File: config.mk
export PLATFORM = sky130hd
export DESIGN_NAME = bus_release_arb
export DESIGN_NICKNAME = d
export VERILOG_FILES = /design/src/rtl/bra_pkg.sv /design/src/rtl/bra_sync.sv /design/src/rtl/bra_boundary.sv /design/src/rtl/bra_fsm.sv /design/src/rtl/bus_release_arb.sv
export SDC_FILE = /design/constraint.sdc
export NUM_CORES = 1
export LEC_CHECK = 0
export CORE_AREA = 5 5 42 44
export DETAILED_ROUTE_END_ITERATION = 6
export DIE_AREA = 0 0 47 49
export HOLD_SLACK_MARGIN = 0.15
export PLACE_DENSITY_LB_ADDON = 0.3
export SETUP_SLACK_MARGIN = 0.05
export SYNTH_ARGS = -nofsm -noshare
export SYNTH_HDL_FRONTEND = slang
export SYNTH_SLANG_ARGS = --single-unit
File: constraint.sdc
create_clock -name clk -period 2.85 [get_ports clk]
set_input_delay 0.285 -clock clk [delete_from_list [all_inputs] [get_ports clk]]
set_output_delay 0.285 -clock clk [all_outputs]
set_load 0.01 [all_outputs]
File: src/rtl/bra_pkg.sv
// Shared types for the bus ownership release arbiter.
// Assumes: nothing beyond IEEE 1800-2017.
package bra_pkg;
    // Ownership state of the default master
    typedef enum logic [1:0] {
        ST_OWN  = 2'd0,  // owns bus, no grant
        ST_PEND = 2'd1,  // grant given, still driving until a boundary
        ST_REL  = 2'd2,  // bus released, grant asserted
        ST_ACKD = 2'd3   // 3-wire: new master acknowledged, grant withdrawn
    } arb_state_e;

    localparam int unsigned SYNC_STAGES_DEF = 2;
endpackage

File: src/rtl/bra_sync.sv
// Multi-bit flop-chain synchronizer for asynchronous control inputs.
// Assumes: each bit is an independent level signal; bits are not
// sampled as a coherent word. Reset loads RST_VAL (the negated level).
module bra_sync #(
    parameter int unsigned    WIDTH   = 2,
    parameter int unsigned    STAGES  = 2,
    parameter logic [WIDTH-1:0] RST_VAL = '1
) (
    input  logic             clk,
    input  logic             rst_n,
    input  logic [WIDTH-1:0] d,
    output logic [WIDTH-1:0] q
);
    generate
        if (STAGES == 1) begin : g_single
            logic [WIDTH-1:0] stg;
            // Single capture flop
            always_ff @(posedge clk) begin
                if (!rst_n) stg <= RST_VAL;
                else        stg <= d;
            end
            assign q = stg;
        end else begin : g_chain
            logic [STAGES-1:0][WIDTH-1:0] stg;
            // Shift the input through the chain, oldest at the top
            always_ff @(posedge clk) begin
                if (!rst_n) stg <= {STAGES{RST_VAL}};
                else        stg <= {stg[STAGES-2:0], d};
            end
            assign q = stg[STAGES-1];
        end
    endgenerate
endmodule

File: src/rtl/bra_boundary.sv
// Decides whether the current clock is a point where the bus may be
// handed over: the end of an unlocked cycle, or an idle unlocked bus.
// Assumes: locked stays high through the final cycle end of a locked
// read-modify-write pair, and cyc_end is one clock wide.
module bra_boundary (
    input  logic cyc_active,
    input  logic cyc_end,
    input  logic locked,
    output logic release_ok
);
    logic at_edge;

    // A cycle edge is either its final clock or no cycle at all
    always_comb begin
        at_edge = cyc_end || !cyc_active;
    end

    // Never split a locked sequence
    always_comb begin
        release_ok = at_edge && !locked;
    end
endmodule

File: src/rtl/bra_fsm.sv
// Ownership state machine. Walks own -> pending -> released, and in
// 3-wire mode on to acknowledged, then back to own.
// Assumes: req_seen and ack_seen are synchronized and active high;
// three_wire only changes under reset. Outputs decode from state only.
module bra_fsm
    import bra_pkg::*;
(
    input  logic clk,
    input  logic rst_n,
    input  logic three_wire,
    input  logic req_seen,
    input  logic ack_seen,
    input  logic release_ok,
    output logic grant_n,
    output logic own_en
);
    arb_state_e state_q, state_d;

    // Next-state selection
    always_comb begin
        state_d = state_q;
        case (state_q)
            ST_OWN: begin
                if (req_seen) state_d = ST_PEND;
            end
            ST_PEND: begin
                if (!req_seen)       state_d = ST_OWN;
                else if (release_ok) state_d = ST_REL;
            end
            ST_REL: begin
                if (three_wire && ack_seen) state_d = ST_ACKD;
                else if (!req_seen)         state_d = ST_OWN;
            end
            ST_ACKD: begin
                if (!ack_seen) state_d = req_seen ? ST_REL : ST_OWN;
            end
            default: state_d = ST_OWN;
        endcase
    end

    // State register with synchronous reset
    always_ff @(posedge clk) begin
        if (!rst_n) state_q <= ST_OWN;
        else        state_q <= state_d;
    end

    // Output decode: grant while pending or released, drive while own or pending
    always_comb begin
        grant_n = !((state_q == ST_PEND) || (state_q == ST_REL));
        own_en  =  (state_q == ST_OWN)  || (state_q == ST_PEND);
    end


    ack_withdraw_chk: assert property (@(posedge clk) disable iff (!rst_n)
        (three_wire && state_q == ST_REL && ack_seen) |=> (grant_n && !own_en));
endmodule

File: src/rtl/bus_release_arb.sv
// Bus ownership release arbiter for the default bus master.
// Synchronizes request and acknowledge, qualifies handover points, and
// runs the ownership state machine.
// Assumes: req_n and ack_n are asynchronous; cyc_active, cyc_end, locked
// and three_wire are in the clk domain; three_wire is static outside reset.
module bus_release_arb
    import bra_pkg::*;
#(
    parameter int unsigned SYNC_STAGES = SYNC_STAGES_DEF
) (
    input  logic clk,
    input  logic rst_n,
    input  logic three_wire,
    input  logic req_n,
    input  logic ack_n,
    input  logic cyc_active,
    input  logic cyc_end,
    input  logic locked,
    output logic grant_n,
    output logic own_en
);
    localparam int unsigned NSIG = 2;

    logic [NSIG-1:0] raw_n, sync_n;
    logic            req_seen, ack_seen, release_ok;

    // Bundle the asynchronous active-low inputs
    always_comb begin
        raw_n = {ack_n, req_n};
    end

    bra_sync #(
        .WIDTH  (NSIG),
        .STAGES (SYNC_STAGES),
        .RST_VAL({NSIG{1'b1}})
    ) u_sync (
        .clk  (clk),
        .rst_n(rst_n),
        .d    (raw_n),
        .q    (sync_n)
    );

    // Convert synchronized levels to active-high
    always_comb begin
        req_seen = !sync_n[0];
        ack_seen = !sync_n[1];
    end

    bra_boundary u_bound (
        .cyc_active(cyc_active),
        .cyc_end   (cyc_end),
        .locked    (locked),
        .release_ok(release_ok)
    );

    bra_fsm u_fsm (
        .clk       (clk),
        .rst_n     (rst_n),
        .three_wire(three_wire),
        .req_seen  (req_seen),
        .ack_seen  (ack_seen),
        .release_ok(release_ok),
        .grant_n   (grant_n),
        .own_en    (own_en)
    );


    rst_state_chk: assert property (@(posedge clk)
        !rst_n |=> (grant_n && own_en));


    own_drop_chk: assert property (@(posedge clk) disable iff (!rst_n)
        $fell(own_en) |-> (!$past(grant_n) && !$past(locked)));


    lock_keep_chk: assert property (@(posedge clk) disable iff (!rst_n)
        (own_en && locked) |=> own_en);


    two_wire_grant_chk: assert property (@(posedge clk) disable iff (!rst_n)
        (!three_wire && !own_en) |-> !grant_n);


    resume_ok_chk: assert property (@(posedge clk) disable iff (!rst_n)
        $rose(own_en) |-> (!$past(req_seen) && (!three_wire || !$past(ack_seen))));
endmodule

# After elaboration in Yosys (flattened, before gate mapping)

Cells that the tools add are included.

Register bits after elaboration: 6
Input bits: 8
Output and inout bits: 2
Word-level logic and storage cells: 29

Equality and inequality tests: 7
Multiplexer cells: 8
Reductions and logical operators: 11

Operators by type and width:

| kind                                                                  | count |
|---|---|
| 2-bit 2-to-1 mux                                                      | 7 |
| 2-bit case mux with 4 select lines                                    | 1 |
| 2-bit equality test, second input constant                            | 2 |
| 1-bit logical NOT                                                     | 4 |
| 2-bit != test, second input constant                                  | 2 |
| 4-bit AND reduction                                                   | 1 |
| 1-bit logical OR                                                      | 3 |
| 3-bit by 2-bit != test with 1-bit output, second input constant       | 1 |
| 3-bit != test, second input constant                                  | 1 |
| 2-bit by 1-bit equality test with 1-bit output, second input constant | 1 |
| 1-bit logical AND                                                     | 2 |
| 2-bit logical NOT                                                     | 1 |

# Depth between registers and ports, before layout

Depth after elaboration: 6
Mapped depth: 6
Gate-level depth less buffers: 6

# Hierarchy

From an unflattened synthesis, not the netlist that was laid out.

Cell total of the unflattened synthesis: 37
Area, all modules: 336.6 um2

By module, submodules not included:

| module          | instances | cells each | area each (um2) | sequential area each (um2) |
|---|---|---|---|---|
| bra_fsm         | 1         | 23         | 196.4           | 40.0 |
| bra_sync        | 1         | 10         | 120.1           | 80.1 |
| bra_boundary    | 1         | 2          | 12.5            | 0.0 |
| bus_release_arb | 1         | 2          | 7.5             | 0.0 |

# Worst setup path before layout

OpenSTA, ideal clock, no wires.

Kind: reg2reg
Start: reg u_fsm.state_q[0]
End: reg u_fsm.state_q[0]
Setup time: 0.122 ns
Arrival time: 1.505 ns
Required time: 2.728 ns
Setup slack: 1.223 ns
Stages on the path, launching flop included: 7
Path buffers: 0
Period minus slack after synthesis: 1.627 ns
Cells stage by stage: dfxtp_1 > inv_1 > ha_1 > nor2b_1 > a222oi_1 > nand2_1 > o311a_1

Cells in the longest elaborated chain, start to end: 3
Elaborated cells between the ends (all ways): 10
Those cells by class: eq/ne: 7; mux: 1; reduce/logical: 2

RTL lines:

| item                                                                                    | RTL line      | RTL |
|---|---|---|
| start, declared                                                                         | bra_fsm.sv:17 | `arb_state_e state_q, state_d;` |
| start signal, assigned                                                                  | bra_fsm.sv:44 | `else state_q <= state_d;` |
| 2-bit equality test, or another cell as far along                                       | bra_fsm.sv:22 | `case (state_q)` |
| 3-bit by 2-bit != test with 1-bit output (no source line), or another cell as far along | -             |  |
| 4-bit AND reduction (no source line)                                                    | -             |  |

Parallel ways exist; a longest one is shown, timed or not.
A chain may end at the register's enable or synchronous reset.

# Worst setup path after layout

Start: reg u_fsm.state_q[0]
End: out own_en

Cells in the longest elaborated chain, start to end: 2
Elaborated cells between the ends (all ways): 3
Those cells by class: eq/ne: 1; reduce/logical: 2

RTL lines:

| item                                                                                | RTL line              | RTL |
|---|---|---|
| 2-bit by 1-bit equality test with 1-bit output or 2-bit logical NOT (tied branches) | bra_fsm.sv:50         | `own_en = (state_q == ST_OWN) \|\| (state_q == ST_PEND);` |
| 1-bit logical OR (*)                                                                | bra_fsm.sv:50         |  |
| end, declared                                                                       | bus_release_arb.sv:20 | `output logic own_en` |

Mark *: on every way between the ends. The rest lies on a longest branch, timed or not.

==> flow_metrics.tcl <==
set metrics [dict create \
    place_hpwl_um 483 \
    hold_viol_final 0 \
    leakage_nw 0.203 \
    clkPwrFrac 0.345 \
    slowest_stage "clkdlybuf4s50_1" \
    status "finished clean" \
    ant_nets 0 \
    viasPerCell 4.14 \
    grt_max_degree 8 \
    combPwrFrac 0.222 \
    cp_max_fo 4 \
    syn-num-nets 47 \
    seq_power_share 0.433 \
    reg2reg_depth 6 \
    cts_buffer_depth 2 \
    maxCapViolCount 0 \
    clkSinkCount 6 \
    crit_family "buffers and inverters" \
    gr-usage-met3 0.0258 \
    use_met1 0.0530 \
    irDropWorstVdd_mv 0.203 \
    synth_top_area_share 0.376 \
    top_usage_layer "met2" \
    worst-path-stages 4 \
    globalRouteMet2Util 0.0882 \
    gp_congestion 0.716 \
    power.share.switching 0.224 \
    holdBufCountCts 0 \
    max_clock_freq_mhz 504 \
    clock_latency_ns 0.23 \
    clockRootBuffer "clkbuf_4" \
    setup_violations 0 \
    cts_tree "built" \
    grt_usage 0.0536 \
    yosysTopAreaCell "dfxtp_1" \
    final.period_utilization 0.696 \
    cts_resized 0 \
    crit_buf_inv 2 \
    drive_gt1_frac 0.106 \
    finalPower_w 0.000214 \
    ys_ff_latch 6 \
    hold_path_depth 1 \
    yosysWarningCount 0 \
    synthToLayoutAreaGrowth_pct 41.6 \
    slew_headroom 0.756 \
    numCtsBuffers 3 \
    setup.worst_path.class "register to output pin" \
    antenna_found_initial 0 \
    finalSetupTns_ns 0 \
    rows 14 \
    routed_wl_um 547 \
    crit_path_end_kind "output pin" \
    rsz0062_at_grt "false" \
    layout_commonest_cell "clkdlybuf4s50_1" \
    start_util 0.228 \
    synth_cell_types 16 \
    core_mm2 0.00140 \
    worst_slew_pin_slew_ns 0.366 \
    dr_total_vias 261 \
    first_iter_violations 5 \
    fin_worst_skew_ns 0.000996 \
    io_pins 10 \
    drt_pass1_iterations 4 \
    multi_input_area_um2 184 \
    grt_pass1_wl_um 890 \
    hold_class "register to register" \
    drc 0 \
    grt_pass1_vias 240 \
    power.internal_w 0.000166 \
    cp.arrival_ns 1.70 \
    die_h_um 49 \
    seq_area_um2 120 \
    layout_common_cells "9 x clkdlybuf4s50_1, 6 x dfxtp_1, 5 x nand2b_1" \
    die-area_mm2 0.00230 \
    syn_area_um2 319 \
    startpoint_type "register" \
    wire_per_inst_um 8.68 \
    yosys-top-cells-area "dfxtp_1 38%, ha_1 16%, nand2b_1 9.8%" \
    antenna_cells 0 \
    critical_path.cell_chain "inv_1, ha_1, or2_2, clkdlybuf4s50_1" \
    yosysSeqAreaShare 0.376 \
    cp.required_ns 2.57 \
    fin_util 0.322 \
    p_switching_w 0.0000478 \
    p_per_area_mw_per_mm2 473 \
    htreeDepth 1 \
    period_minus_slack_ns 1.98 \
    slew_violations 0 \
    synth_cells 35 \
    grt-ovfl-total 0 \
    die_w_um 47 \
    post_cts_buffers 0 \
    crit_path_max_incr_delay_ns 0.47 \
    nets 61 \
    clk_pin_slew_ns 0.04 \
    avgSynthCellArea_um2 9.12 \
    numPortBuffers 9 \
    fillers 168 \
]
[final timing paths]
kind                    startpoint                to  slack (ns)
max               u_fsm.state_q[0]            own_en        0.87
min          u_sync.g_chain.stg[1]       u_sync.q[1]        0.41
max reg2reg       u_fsm.state_q[0]  u_fsm.state_q[0]        1.08
min reg2reg  u_sync.g_chain.stg[1]       u_sync.q[1]        0.41
[per-stage QoR]
stage | hold slack [ns] | instance area [um2] | std cells | setup WS [ns]
2_1_floorplan | 0.358 | 319 | 35 | 1.22
3_3_place_gp | 0.387 | 429 | 60 | 1.07
3_5_place_dp | 0.396 | 429 | 60 | 1.07
4_1_cts | 0.407 | 452 | 63 | 0.842
5_1_grt | 0.415 | 452 | 63 | 0.751
6_report | 0.405 | 452 | 63 | 0.868
[routing by layer]
layer / routed length, um / vias to the layer above
met5: 0 / -
met4: 0 / 0
met3: 55 / 0
met2: 273 / 7
met1: 218 / 115
li1: - / 139
[power by group through the flow]
stage / Clock, W / Sequential, W / Combinational (W)
finish: 0.0000738 / 0.0000924 / 0.0000474
global route: 0.0000848 / 0.0000932 / 0.0000528
detailed placement: 0 / 0.0000940 / 0.0000479
global placement: 0 / 0.0000940 / 0.0000476
floorplan: 0 / 0.0000932 / 0.0000254
CTS: 0.0000778 / 0.0000926 / 0.0000483
[worst reg2reg max path, delay by kind of cell (launching register included)]
kind,cells,cell delay (ns)
and+or+nand+nor,2,0.27
buffers and inverters,1,0.08
DFF,1,0.37
adders and majority gates,1,0.21
AOI/OAI and AO/OA,2,0.72
[cell families (layout without fill, tap and decap cells)]
family / after synthesis / after routing / share of synthesized area
adder cells (fa/ha/maj): 4 / 4 / 0.157
AND/OR/NAND/NOR: 15 / 15 / 0.271
flip-flops: 6 / 6 / 0.376
buffers and inverters: 4 / 16 / 0.0470
multiplexers: 1 / 1 / 0.0314
AO/OA/AOI/OAI: 5 / 5 / 0.118
[area by class of cell]
| cell class | instances | area share |
|---|---|---|
| Tap cell | 16 | 0.0443 |
| Sequential cell | 6 | 0.266 |
| Timing Repair Buffer | 9 | 0.199 |
| Clock buffer | 3 | 0.0499 |
| Multi-Input combinational cell | 25 | 0.407 |
| Inverter | 4 | 0.0332 |
[synth_stat cells (all sizes together)]
cell type / instances
nor2b: 3
and3: 1
a21o: 1
inv: 4
nor2: 2
mux2i: 1
ha: 4
dfxtp: 6
nand2b: 5
and2b: 1
o21ai: 2
o311a: 1
or2: 1
a222oi: 1
nand2: 2
[flip-flops by register name, summed over array words and instances (netlist names)]
register / flops
u_fsm.state_q: 2
u_sync.g_chain.stg: 2
u_sync.q: 2
Power figures use the tool's default switching activity.
